==> src/rtl/pwm_pkg.sv <==
package pwm_pkg;
  typedef enum logic {
    PH_A = 1'b0,
    PH_B = 1'b1
  } steer_phase_e;
endpackage

==> src/rtl/pwm_ramp.sv <==
module pwm_ramp #(
  parameter int PERIOD = 169,
  localparam int CNT_W = $clog2(PERIOD)
) (
  input  logic             clk,
  input  logic             rst,
  output logic [CNT_W-1:0] ramp,
  output logic             at_start,
  output logic             at_end
);
  localparam logic [CNT_W-1:0] LAST = CNT_W'(PERIOD - 1);

  always_ff @(posedge clk) begin
    if (rst)          ramp <= '0;
    else if (at_end)  ramp <= '0;
    else              ramp <= ramp + 1'b1;
  end

  assign at_start = (ramp == '0);
  assign at_end   = (ramp == LAST);


  ramp_range_chk: assert property (@(posedge clk) disable iff (rst)
    ramp <= LAST);

  ramp_wrap_chk: assert property (@(posedge clk) disable iff (rst)
    at_end |=> at_start);

  ramp_step_chk: assert property (@(posedge clk) disable iff (rst)
    !at_end |=> ramp == $past(ramp) + 1'b1);
endmodule

==> src/rtl/pwm_word_latch.sv <==
module pwm_word_latch #(
  parameter int WORD_W = 8,
  parameter int NUM    = 2
) (
  input  logic              clk,
  input  logic              rst,
  input  logic              capture,
  input  logic [WORD_W-1:0] din  [NUM],
  output logic [WORD_W-1:0] dout [NUM]
);
  for (genvar g = 0; g < NUM; g++) begin : g_word
    always_ff @(posedge clk) begin
      if (rst)          dout[g] <= '1;
      else if (capture) dout[g] <= din[g];
    end


    word_hold_chk: assert property (@(posedge clk) disable iff (rst)
      !capture |=> $stable(dout[g]));
  end
endmodule

==> src/rtl/pwm_steer.sv <==
module pwm_steer
  import pwm_pkg::*;
#(
  parameter int WORD_W = 8,
  parameter int CNT_W  = 8,
  parameter int DT_OFS = 6,
  localparam int CMP_W = ((CNT_W > WORD_W) ? CNT_W : WORD_W) + 1
) (
  input  logic              clk,
  input  logic              rst,
  input  logic [CNT_W-1:0]  ramp,
  input  logic              at_end,
  input  logic              inhibit,
  input  logic [WORD_W-1:0] err_q,
  input  logic [WORD_W-1:0] dt_q,
  output logic              drv_a,
  output logic              drv_b
);
  steer_phase_e phase;
  logic [CMP_W-1:0] ramp_x, err_x, dt_x, thr;
  logic window;

  assign ramp_x = CMP_W'(ramp);
  assign err_x  = CMP_W'(err_q);
  assign dt_x   = CMP_W'(dt_q) + CMP_W'(DT_OFS);
  assign thr    = (err_x > dt_x) ? err_x : dt_x;
  assign window = (ramp_x > thr);

  always_ff @(posedge clk) begin
    if (rst || inhibit) phase <= PH_A;
    else if (at_end)    phase <= (phase == PH_A) ? PH_B : PH_A;
  end

  assign drv_a = window && !inhibit && (phase == PH_A);
  assign drv_b = window && !inhibit && (phase == PH_B);


  steer_flip_chk: assert property (@(posedge clk) disable iff (rst)
    (at_end && !inhibit) |=> phase != $past(phase));

  steer_park_chk: assert property (@(posedge clk) disable iff (rst)
    inhibit |=> phase == PH_A);

  steer_hold_chk: assert property (@(posedge clk) disable iff (rst)
    (!at_end && !inhibit) |=> $stable(phase));
endmodule

==> src/rtl/pushpull_pwm.sv <==
module pushpull_pwm #(
  parameter int WORD_W = 8,
  parameter int PERIOD = 169,
  parameter int DT_OFS = 6
) (
  input  logic              clk,
  input  logic              rst,
  input  logic [WORD_W-1:0] err_lvl,
  input  logic [WORD_W-1:0] dt_lvl,
  input  logic              inhibit,
  output logic              drv_a,
  output logic              drv_b,
  output logic              period_start
);
  localparam int CNT_W = $clog2(PERIOD);
  localparam int NCTL  = 2;

  logic [CNT_W-1:0]  ramp;
  logic              at_end;
  logic [WORD_W-1:0] words_in  [NCTL];
  logic [WORD_W-1:0] words_q   [NCTL];

  assign words_in[0] = err_lvl;
  assign words_in[1] = dt_lvl;

  pwm_ramp #(.PERIOD(PERIOD)) u_ramp (
    .clk      (clk),
    .rst      (rst),
    .ramp     (ramp),
    .at_start (period_start),
    .at_end   (at_end)
  );

  pwm_word_latch #(.WORD_W(WORD_W), .NUM(NCTL)) u_words (
    .clk     (clk),
    .rst     (rst),
    .capture (period_start),
    .din     (words_in),
    .dout    (words_q)
  );

  pwm_steer #(.WORD_W(WORD_W), .CNT_W(CNT_W), .DT_OFS(DT_OFS)) u_steer (
    .clk     (clk),
    .rst     (rst),
    .ramp    (ramp),
    .at_end  (at_end),
    .inhibit (inhibit),
    .err_q   (words_q[0]),
    .dt_q    (words_q[1]),
    .drv_a   (drv_a),
    .drv_b   (drv_b)
  );


  no_overlap_chk: assert property (@(posedge clk) disable iff (rst)
    !(drv_a && drv_b));

  restart_off_chk: assert property (@(posedge clk) disable iff (rst)
    period_start |-> (!drv_a && !drv_b));

  inhibit_off_chk: assert property (@(posedge clk) disable iff (rst)
    inhibit |-> (!drv_a && !drv_b));

  strobe_single_chk: assert property (@(posedge clk) disable iff (rst)
    period_start |=> !period_start);
endmodule

==> config.mk <==
export PLATFORM = sky130hd
export DESIGN_NAME = pushpull_pwm
export DESIGN_NICKNAME = d
export VERILOG_FILES = /design/src/rtl/pwm_pkg.sv /design/src/rtl/pwm_ramp.sv /design/src/rtl/pwm_word_latch.sv /design/src/rtl/pwm_steer.sv /design/src/rtl/pushpull_pwm.sv
export SDC_FILE = /design/constraint.sdc
export NUM_CORES = 1
export LEC_CHECK = 0
export BUFFER_PORTS_ARGS = -buffer_cell sky130_fd_sc_hd__buf_2
export CORE_MARGIN = 3
export CORE_UTILIZATION = 46
export DETAILED_ROUTE_END_ITERATION = 10
export PLACE_DENSITY = 0.7
export SYNTH_ARGS = -nofsm -noshare
export SYNTH_HDL_FRONTEND = slang
export SYNTH_SLANG_ARGS = --single-unit
==> constraint.sdc <==
create_clock -name clk -period 8.04 [get_ports clk]
set_input_delay 0.804 -clock clk [delete_from_list [all_inputs] [get_ports clk]]
set_output_delay 0.804 -clock clk [all_outputs]
set_load 0.02 [all_outputs]
Yosys cells after proc, flatten, opt, wreduce, memory -nomap -nowiden. Cells that the tools add are included.

Equality and inequality tests: 1. Reduce and logical (&&, ||, !) cells: 7. Multiply operators: 0. Shifts and indexed selects: 0. Divide/modulo/power cells: 0. Multiplexer cells: 2. Add/subtract/negate cells: 2. $lt $le $gt $ge: 2. Bitwise operators: 1.

Operator list (count): $gt A8 B9 Y1 (2); $add A8 B3 Y9 const B (1); $mux W9 (1); $add A8 B1 Y8 const B (1); $eq A8 B8 Y1 const B (1); $logic_not A8 Y1 (1); $logic_and A1 B1 Y1 (3); $reduce_or A2 Y1 (1); $logic_not A1 Y1 (1); $logic_or A1 B1 Y1 (1); $mux W1 (1); $not A1 Y1 (1).

Input port bits: 19. Bits in latches: 0. Word-level logic and storage cells: 19. RAM bits: 0. Memories: 0. Bits in registers: 25. Bits in read-only memories: 0.

Depth between registers and ports, before layout. Gate-level depths: netlist of run 1.

Depth in word-level cells: 6. Gate-level depth with buffers: 14. Mapped depth without buffers: 14.

Hierarchy. From an unflattened synthesis of run 1, not the netlist that was laid out.

Cells, all modules: 178. Area, all modules: 1621.6 um^2.

By module, submodules not included: pwm_steer (times used 1, area each 654.4 um^2, cells each 83); pwm_word_latch (times used 1, area each 599.3 um^2, cells each 53); pwm_ramp (times used 1, area each 367.9 um^2, cells each 42).

Least setup slack after synthesis of run 1. No wires, ideal clock.

Path kind: register -> output. Start point: reg u_words.dout[1] (netlist name). End point: out drv_a. Path slack: 3514 ps. Cell stages (with the launch flop): 15. Arrival time: 3722 ps. Cell sequence: dfxtp_1 -> inv_1 -> ha_1 -> nor3_1 -> xnor2_1 -> ha_1 -> a211oi_1 -> o221ai_1 -> o211ai_1 -> mux2_2 -> ha_1 -> and3_1 -> a41oi_1 -> nand2_1 -> a211oi_1.

Longest elaborated chain between the ends: 6.

Ends and longest elaborated chain: from (decl) (RTL line pwm_word_latch.sv:9) `output logic [WORD_W-1:0] dout [NUM]`; from (signal, indexed assignment) (RTL line pwm_word_latch.sv:14) `else if (capture) dout[g] <= din[g];`; $add A8 B3 Y9 * (RTL line pwm_steer.sv:25) `assign dt_x = CMP_W'(dt_q) + CMP_W'(DT_OFS);`; $gt A8 B9 Y1 (RTL line pwm_steer.sv:26) `assign thr = (err_x > dt_x) ? err_x : dt_x;`; $mux W9 * (RTL line pwm_steer.sv:26); $gt A8 B9 Y1 * (RTL line pwm_steer.sv:27) `assign window = (ramp_x > thr);`; $logic_and A1 B1 Y1 * (2 in series) (RTL line pwm_steer.sv:34) `assign drv_a = window && !inhibit && (phase == PH_A);`; to (decl) (RTL line pushpull_pwm.sv:11) `output logic drv_a,`.

Mark *: on every way between the ends. The rest lies on a longest branch, timed or not.

Worst setup path in the final report of run 1.
Start point: reg u_words.dout[1] (netlist name). End point: out drv_b.

Longest elaborated chain between the ends: 6.

Ends and longest elaborated chain: $add A8 B3 Y9 * (RTL line pwm_steer.sv:25); $gt A8 B9 Y1 (RTL line pwm_steer.sv:26); $mux W9 * (RTL line pwm_steer.sv:26); $gt A8 B9 Y1 * (RTL line pwm_steer.sv:27); $logic_and A1 B1 Y1 * (2 in series) (RTL line pwm_steer.sv:35) `assign drv_b = window && !inhibit && (phase == PH_B);`; to (decl) (RTL line pushpull_pwm.sv:12) `output logic drv_b,`.

Marked as above.

==> results of run 1 <==
cells by family (layout without fill, tap and decap cells):
family / count (synthesis) / in the layout / share of synthesized area
AND/OR/NAND/NOR: 68 / 68 / 0.2106
AO/OA/AOI/OAI: 24 / 24 / 0.1217
buffers and inverters: 20 / 39 / 0.07206
multiplexers: 8 / 8 / 0.05604
adder cells (fa/ha/maj): 19 / 19 / 0.1521
flip-flops: 25 / 25 / 0.3203
XOR/XNOR: 12 / 12 / 0.06725
flip-flops by register name, indices dropped and copies added (netlist names):
register / count
u_ramp.ramp: 8
u_steer.phase: 1
u_words.dout: 16
worst paths after layout:
path / start / cells after the start / endpoint / slack [ps]
max: u_words.dout[1] / 15 / drv_b / 2920
min: u_words.dout[10] / 2 / u_words.dout[10] / 520
max reg2reg: u_ramp.ramp[0] / 7 / u_words.dout[12] / 5690
min reg2reg: u_words.dout[10] / 2 / u_words.dout[10] / 520
area by class of cell:
cell class	count	share of cell area
well taps	44	0.03235
multi-input cells	131	0.5581
clock buffers	4	0.01544
repair buffers	21	0.06176
flip-flops and latches	25	0.2941
inverters	14	0.03824
cell usage in the layout, fill, tap and decap left out, drive strengths merged, types with 6 or more instances in the layout:
cell type | Yosys | final
nor2 | 18 | 18
nand3 | 6 | 6
xor2 | 8 | 8
a211o | 8 | 8
nand3b | 8 | 8
nand2 | 22 | 22
dfxtp | 25 | 25
buf | 3 | 21
mux2 | 6 | 6
inv | 13 | 13
ha | 19 | 19
through the flow:
step | utilization | hold slack, ps
global placement | 0.5313 | 470.0
floorplan | - | 448.9
finish | 0.5397 | 515.5
CTS | 0.5397 | 510.0
global route | 0.5397 | 541.8
detailed placement | 0.5313 | 491.5
worst reg2reg max path, stage by stage, from the launching register on:
cell and delay, ps:
sky130_fd_sc_hd__dfxtp_1 380, sky130_fd_sc_hd__inv_1 100, sky130_fd_sc_hd__ha_1 140, sky130_fd_sc_hd__or4b_1 440
sky130_fd_sc_hd__or4_1 660, sky130_fd_sc_hd__clkinv_8 210, sky130_fd_sc_hd__nor2_1 60, sky130_fd_sc_hd__a211o_1 260
layer usage:
metal  track usage  routed length [µm]
met1        0.2271                1560
met2        0.2706                1461
met3       0.02812                 117
met4       0.06069                  36
met5             0                   0
report_power, final:
group / switching, mW / internal (mW)
Combinational: 0.0895 / 0.0809
Clock: 0.0374 / 0.0194
Sequential: 0.0117 / 0.136
Total: 0.139 / 0.236
==> impl_metrics.xml, run 1 <==
<?xml version="1.0" encoding="UTF-8"?>
<metrics>
  <group name="status">
    <metric name="outcome" unit="">finished clean</metric>
  </group>
  <group name="synth">
    <metric name="synthArstFlopShare" unit="">0</metric>
    <metric name="synth.most_common_cell" unit="">sky130_fd_sc_hd__dfxtp_1</metric>
    <metric name="synth-warning-count" unit="">0</metric>
    <metric name="syn-mean-instance-area" unit="µm²">8.879</metric>
    <metric name="post_synth_instance_area" unit="mm²">0.001563</metric>
    <metric name="ys_dominant_reg_cell" unit="">sky130_fd_sc_hd__dfxtp_1</metric>
    <metric name="synth_top_area_share" unit="">0.3203</metric>
    <metric name="yosysSeqAreaShare" unit="">0.3203</metric>
    <metric name="postSynthRegisterBits" unit="">25</metric>
    <metric name="syn-num-nets" unit="">214</metric>
    <metric name="synth-edff-count" unit="">0</metric>
    <metric name="post_synth_inst_count" unit="">176</metric>
    <metric name="synth_cell_types" unit="">35</metric>
    <metric name="synth_top_cells_by_area" unit="">sky130_fd_sc_hd__dfxtp_1, sky130_fd_sc_hd__ha_1, sky130_fd_sc_hd__nand2_1</metric>
    <metric name="post-synth-top-area-cell" unit="">sky130_fd_sc_hd__dfxtp_1</metric>
    <metric name="synth_commonest_cells" unit="">sky130_fd_sc_hd__dfxtp_1, sky130_fd_sc_hd__nand2_1, sky130_fd_sc_hd__ha_1, sky130_fd_sc_hd__nor2_1, sky130_fd_sc_hd__inv_1</metric>
  </group>
  <group name="pwr">
    <metric name="power_per_cell_area" unit="mW/mm²">220.4</metric>
    <metric name="fin_total_pwr" unit="mW">0.3751</metric>
    <metric name="peakVddDrop" unit="mV">0.09050</metric>
    <metric name="power.static_leakage" unit="nW">0.8521</metric>
  </group>
  <group name="die">
    <metric name="row_count" unit="">20</metric>
    <metric name="floorplan.initialDensity" unit="">0.4956</metric>
    <metric name="top_level_ports" unit="">22</metric>
    <metric name="design.core.area" unit="mm²">0.003153</metric>
    <metric name="die_area" unit="mm²">0.004133</metric>
    <metric name="die_h" unit="µm">64.29</metric>
    <metric name="chipWidth" unit="µm">64.29</metric>
  </group>
  <group name="worst_setup_path">
    <metric name="critPathMostFrequentCell" unit="">sky130_fd_sc_hd__ha_1</metric>
    <metric name="critical_path.top_delay_family" unit="">compound AO/OA/AOI/OAI gates</metric>
    <metric name="setup.worst_path.class" unit="">reg2out</metric>
    <metric name="arrival" unit="ps">4320</metric>
    <metric name="worst-path-max-fanout" unit="">8</metric>
    <metric name="max_stage_delay" unit="ps">670</metric>
    <metric name="critical-path-slowest-cell" unit="">sky130_fd_sc_hd__o211ai_1</metric>
    <metric name="path_cells" unit="">inv_1 -&gt; ha_1 -&gt; nor3_1 -&gt; xnor2_1 -&gt; ha_1 -&gt; a211oi_1 -&gt; o221ai_1 -&gt; o211ai_1 -&gt; mux2_2 -&gt; ha_1 -&gt; and3_1 -&gt; a41oi_1 -&gt; nand2_1 -&gt; a211oi_1 -&gt; buf_2</metric>
    <metric name="critical_path_buf_inv_count" unit="">2</metric>
    <metric name="critical_path.startpoint_type" unit="">flip-flop</metric>
    <metric name="critical_path_required" unit="ps">7240</metric>
    <metric name="crit_path_end_kind" unit="">output pin</metric>
  </group>
  <group name="clocking">
    <metric name="cts_repair_resize_count" unit="">0</metric>
    <metric name="cts-buffers-inserted" unit="">3</metric>
    <metric name="htree_num_levels" unit="">1</metric>
    <metric name="clockBufferDepth" unit="">2</metric>
    <metric name="cts_setup_buffers" unit="">0</metric>
    <metric name="tritoncts" unit="">yes</metric>
    <metric name="clock_tree.root_cell" unit="">sky130_fd_sc_hd__clkbuf_4</metric>
    <metric name="numClockSinks" unit="">25</metric>
    <metric name="cts.reportedPaths.clkPinSlew" unit="ps">130</metric>
    <metric name="worstSkewPairLatency" unit="ps">320</metric>
    <metric name="post_cts_hold_buffer_count" unit="">0</metric>
  </group>
  <group name="layout">
    <metric name="antenna_cells_inserted" unit="">0</metric>
    <metric name="multiInputGateArea" unit="µm²">949.7</metric>
    <metric name="flow.area_growth_from_synthesis" unit="%">8.887</metric>
    <metric name="drive_above_1_share" unit="">0.1692</metric>
    <metric name="final-seq-area" unit="µm²">500.5</metric>
    <metric name="post-route-cell-area" unit="mm²">0.001702</metric>
    <metric name="stdcell_count" unit="">239</metric>
    <metric name="nFillCells" unit="">317</metric>
    <metric name="final_nets" unit="">234</metric>
  </group>
  <group name="placed_design">
    <metric name="gp_congestion" unit="">0.8734</metric>
    <metric name="place_ws" unit="ps">3329</metric>
    <metric name="place_hpwl" unit="µm">2497</metric>
    <metric name="numPlacedInstances" unit="">235</metric>
    <metric name="portBuffers" unit="">21</metric>
    <metric name="placement.cell_area" unit="mm²">0.001675</metric>
  </group>
  <group name="timing">
    <metric name="timing.final.max_slew_violations" unit="">0</metric>
    <metric name="worst_case_clock_skew" unit="ps">3.668</metric>
    <metric name="worst_slew_margin_rel" unit="">0.4652</metric>
    <metric name="rsz0062_at_grt" unit="">false</metric>
    <metric name="period_minus_ws_final" unit="ps">5121</metric>
    <metric name="setup_total_negative_slack" unit="ps">0</metric>
    <metric name="final.setup.worst_slack" unit="ps">2919</metric>
    <metric name="fmax" unit="MHz">195.3</metric>
    <metric name="min_period_over_period" unit="">0.6370</metric>
    <metric name="report.final.setup_viol" unit="">0</metric>
    <metric name="worst_margin_pin_slew" unit="ps">798.7</metric>
    <metric name="finalHoldViolCount" unit="">0</metric>
  </group>
  <group name="detailed_routing">
    <metric name="routed-via-count" unit="">1264</metric>
    <metric name="wire_length_per_cell" unit="µm">13.28</metric>
    <metric name="detailedRoute.firstIterationViolations" unit="">52</metric>
    <metric name="avgViaCountPerCell" unit="">5.289</metric>
    <metric name="firstDrtPassIters" unit="">4</metric>
    <metric name="drt_drc_violations_left" unit="">0</metric>
    <metric name="ant_nets" unit="">0</metric>
    <metric name="detail_route.wirelength" unit="µm">3175</metric>
  </group>
  <group name="global_routing">
    <metric name="globalRouteTotalUtil" unit="">0.1688</metric>
    <metric name="global_route_wire_length_before_repair" unit="µm">5602</metric>
    <metric name="globalRouteOverflowTotal" unit="">0</metric>
    <metric name="grt_pass1_vias" unit="">1256</metric>
    <metric name="grt_start_max_net_pins" unit="">26</metric>
    <metric name="initial_antenna_violation_count" unit="">0</metric>
  </group>
  <group name="min_path">
    <metric name="min_path_type" unit="">reg2reg</metric>
  </group>
  <group name="flow_run">
    <metric name="cap_violations" unit="">0</metric>
  </group>
</metrics>
No activity file was read; power rests on OpenSTA's default activity.
==> run 2: changes to the inputs <==
clock period = 4.85 ns   (was 8.04 ns; I/O delays follow)
==> run 2 against run 1 <==
Net effect:
- global-route usage decreased by 0.11 points
- wire length decreased by 1.5%
- register-to-register slack got worse by 3200 ps
- highest routed layer unchanged
- die area unchanged
- largest cell class unchanged
- via count increased by 1.2%
- flip-flop and latch count unchanged
- non-clock buffer count increased by 1
==> impl_metrics.xml, run 2 (synthesized netlist as in run 1, its figures left out) <==
<?xml version="1.0" encoding="UTF-8"?>
<metrics>
  <group name="placed_design">
    <metric name="place_hpwl" unit="µm">2452</metric>
    <metric name="place_ws" unit="ps">479.4</metric>
    <metric name="portBuffers" unit="">21</metric>
    <metric name="gp_congestion" unit="">0.9303</metric>
  </group>
  <group name="layout">
    <metric name="drive_above_1_share" unit="">0.1786</metric>
    <metric name="most_common_cell_after_layout_fill_and_taps_aside" unit="">sky130_fd_sc_hd__dfxtp_1</metric>
    <metric name="antenna_cells_inserted" unit="">0</metric>
    <metric name="largest_register_ff_count" unit="">16</metric>
    <metric name="mostFrequentLayoutCells" unit="">sky130_fd_sc_hd__dfxtp_1, sky130_fd_sc_hd__nand2_1, sky130_fd_sc_hd__buf_2</metric>
    <metric name="flow.area_growth_from_synthesis" unit="%">9.607</metric>
    <metric name="final_nets" unit="">235</metric>
    <metric name="largest_registers" unit="">u_words.dout x16, u_ramp.ramp x8, u_steer.phase x1</metric>
    <metric name="max_flop_register" unit="">u_words.dout</metric>
  </group>
  <group name="worst_setup_path">
    <metric name="r2r.worst_path.cells" unit="">7</metric>
    <metric name="timing.reg2reg.setup_slack" unit="ps">2500</metric>
    <metric name="critPathMostFrequentCell" unit="">sky130_fd_sc_hd__ha_1</metric>
    <metric name="critical_path.startpoint_type" unit="">flip-flop</metric>
    <metric name="max_stage_delay" unit="ps">390</metric>
    <metric name="r2r-start" unit="">u_ramp.ramp[0]</metric>
    <metric name="crit_path_end_kind" unit="">output pin</metric>
    <metric name="critical_path_required" unit="ps">4370</metric>
    <metric name="arrival" unit="ps">4050</metric>
    <metric name="worst-path-max-fanout" unit="">6</metric>
    <metric name="path_cells" unit="">inv_1 -&gt; ha_1 -&gt; nor3_1 -&gt; xnor2_1 -&gt; ha_1 -&gt; a211oi_1 -&gt; o221ai_1 -&gt; o211ai_1 -&gt; buf_4 -&gt; mux2_2 -&gt; ha_1 -&gt; and3_1 -&gt; a41oi_1 -&gt; nand2_1 -&gt; a211oi_1 -&gt; buf_2</metric>
    <metric name="capturing_point_of_the_worst_reg2reg_path" unit="">u_words.dout[12]</metric>
    <metric name="critical-path-slowest-cell" unit="">sky130_fd_sc_hd__dfxtp_1</metric>
    <metric name="setup.worst_path.class" unit="">reg2out</metric>
  </group>
  <group name="detailed_routing">
    <metric name="wire_length_per_cell" unit="µm">13.03</metric>
    <metric name="drt_drc_violations_left" unit="">0</metric>
    <metric name="ant_nets" unit="">0</metric>
    <metric name="detailedRoute.firstIterationViolations" unit="">48</metric>
    <metric name="detail_route.wirelength" unit="µm">3126</metric>
    <metric name="avgViaCountPerCell" unit="">5.329</metric>
    <metric name="firstDrtPassIters" unit="">4</metric>
    <metric name="routed-via-count" unit="">1279</metric>
  </group>
  <group name="clocking">
    <metric name="cts_repair_resize_count" unit="">0</metric>
    <metric name="numClockSinks" unit="">25</metric>
    <metric name="htree_num_levels" unit="">1</metric>
    <metric name="cts_setup_buffers" unit="">0</metric>
    <metric name="clockBufferDepth" unit="">2</metric>
    <metric name="worstSkewPairLatency" unit="ps">320</metric>
    <metric name="tritoncts" unit="">yes</metric>
    <metric name="clock_tree.root_cell" unit="">sky130_fd_sc_hd__clkbuf_4</metric>
    <metric name="post_cts_hold_buffer_count" unit="">0</metric>
    <metric name="cts.reportedPaths.clkPinSlew" unit="ps">140</metric>
    <metric name="cts-buffers-inserted" unit="">3</metric>
  </group>
  <group name="die">
    <metric name="floorplan.initialDensity" unit="">0.4956</metric>
    <metric name="chipWidth" unit="µm">64.29</metric>
    <metric name="row_count" unit="">20</metric>
    <metric name="top_level_ports" unit="">22</metric>
    <metric name="die_h" unit="µm">64.29</metric>
    <metric name="die_area" unit="mm²">0.004133</metric>
    <metric name="design.core.area" unit="mm²">0.003153</metric>
  </group>
  <group name="timing">
    <metric name="report.final.setup_viol" unit="">0</metric>
    <metric name="timing.final.max_slew_violations" unit="">0</metric>
    <metric name="setup_total_negative_slack" unit="ps">0</metric>
    <metric name="fmax" unit="MHz">220.5</metric>
    <metric name="worst_slew_margin_rel" unit="">0.6822</metric>
    <metric name="min_period_over_period" unit="">0.9350</metric>
    <metric name="finalHoldViolCount" unit="">0</metric>
    <metric name="final.setup.worst_slack" unit="ps">315.1</metric>
    <metric name="worst_margin_pin_slew" unit="ps">476.6</metric>
    <metric name="worst_case_clock_skew" unit="ps">1.917</metric>
    <metric name="period_minus_ws_final" unit="ps">4535</metric>
    <metric name="rsz0062_at_grt" unit="">false</metric>
  </group>
  <group name="min_path">
    <metric name="hold_path_depth" unit="">2</metric>
    <metric name="worst_hold_startpoint" unit="">inhibit</metric>
    <metric name="hold_end" unit="">u_steer.phase</metric>
    <metric name="min_path_type" unit="">in2reg</metric>
  </group>
  <group name="status">
    <metric name="outcome" unit="">finished clean</metric>
  </group>
  <group name="global_routing">
    <metric name="grt_start_max_net_pins" unit="">26</metric>
    <metric name="grt_pass1_vias" unit="">1287</metric>
    <metric name="globalRouteTotalUtil" unit="">0.1677</metric>
    <metric name="globalRouteOverflowTotal" unit="">0</metric>
    <metric name="initial_antenna_violation_count" unit="">0</metric>
    <metric name="global_route_wire_length_before_repair" unit="µm">5595</metric>
  </group>
  <group name="pwr">
    <metric name="power_per_cell_area" unit="mW/mm²">369.8</metric>
    <metric name="peakVddDrop" unit="mV">0.2373</metric>
    <metric name="power.static_leakage" unit="nW">0.8559</metric>
  </group>
  <group name="flow_run">
    <metric name="cap_violations" unit="">0</metric>
  </group>
</metrics>
-- run 2: changes by cell type in the layout (fill, tap and decap cells not counted) --
| cell | before | now |
|---|---|---|
| sky130_fd_sc_hd__buf_4 | 0 | 1 |
| sky130_fd_sc_hd__clkbuf_1 | 1 | 0 |
| sky130_fd_sc_hd__clkinvlp_4 | 0 | 1 |
-- run 2: metal layers --
metal	wire [µm]	vias to the layer above	GRT usage
li1	-	654	-
met3	147	6	0.04921
met2	1407	31	0.2642
met1	1535	588	0.2228
met5	0	-	0
met4	36	0	0.04485
-- run 2: worst max path at each step --
stage	slack, ps	startpoint	end
6_report	320	u_words.dout[1]	drv_b
5_1_grt	90	u_words.dout[1]	drv_b
4_1_cts	70	u_words.dout[1]	drv_b
3_5_place_dp	480	u_words.dout[1]	drv_b
3_3_place_gp	630	u_words.dout[1]	drv_a
2_1_floorplan	640	u_words.dout[1]	drv_a
-- run 2: report_power, final --
| part | total (mW) | switching [mW] | internal [mW] |
|---|---|---|---|
| clock | 0.0965 | 0.0649 | 0.0316 |
| combinational | 0.293 | 0.152 | 0.141 |
| sequential | 0.244 | 0.0187 | 0.226 |
| total | 0.633 | 0.235 | 0.398 |
-- run 2: cell type report --
| class | instances | area [µm²] |
|---|---|---|
| Timing Repair Buffer | 22 | 112.6 |
| Fill cell | 317 | 1440 |
| Tap cell | 44 | 55.05 |
| Multi-Input combinational cell | 131 | 949.7 |
| Clock buffer | 3 | 22.52 |
| Inverter | 14 | 65.06 |
| Clock inverter | 1 | 7.507 |
| Sequential cell | 25 | 500.5 |
-- run 2: metrics by stage --
step                hold WS [ps]  total power [mW]  std cells    util  instance area (µm²)
floorplan                  448.9            0.4736        176       -                 1563
global placement           470.4            0.5142        235  0.5313                 1675
detailed placement         477.4            0.5295        235  0.5313                 1675
CTS                        333.6            0.6280        239  0.5409                 1705
global route               330.1            0.6831        240  0.5433                 1713
finish                     345.6            0.6334        240  0.5433                 1713
-- run 2: worst max-delay path: cells and delay by family (launching register included) --
kind                     cells  cell delay [ps]
multiplexers                 1              350
AND/OR/NAND/NOR              3              510
AO/OA/AOI/OAI                5             1140
adder cells (fa/ha/maj)      3              730
XOR/XNOR                     1              120
buffers and inverters        3              510
flip-flops                   1              390
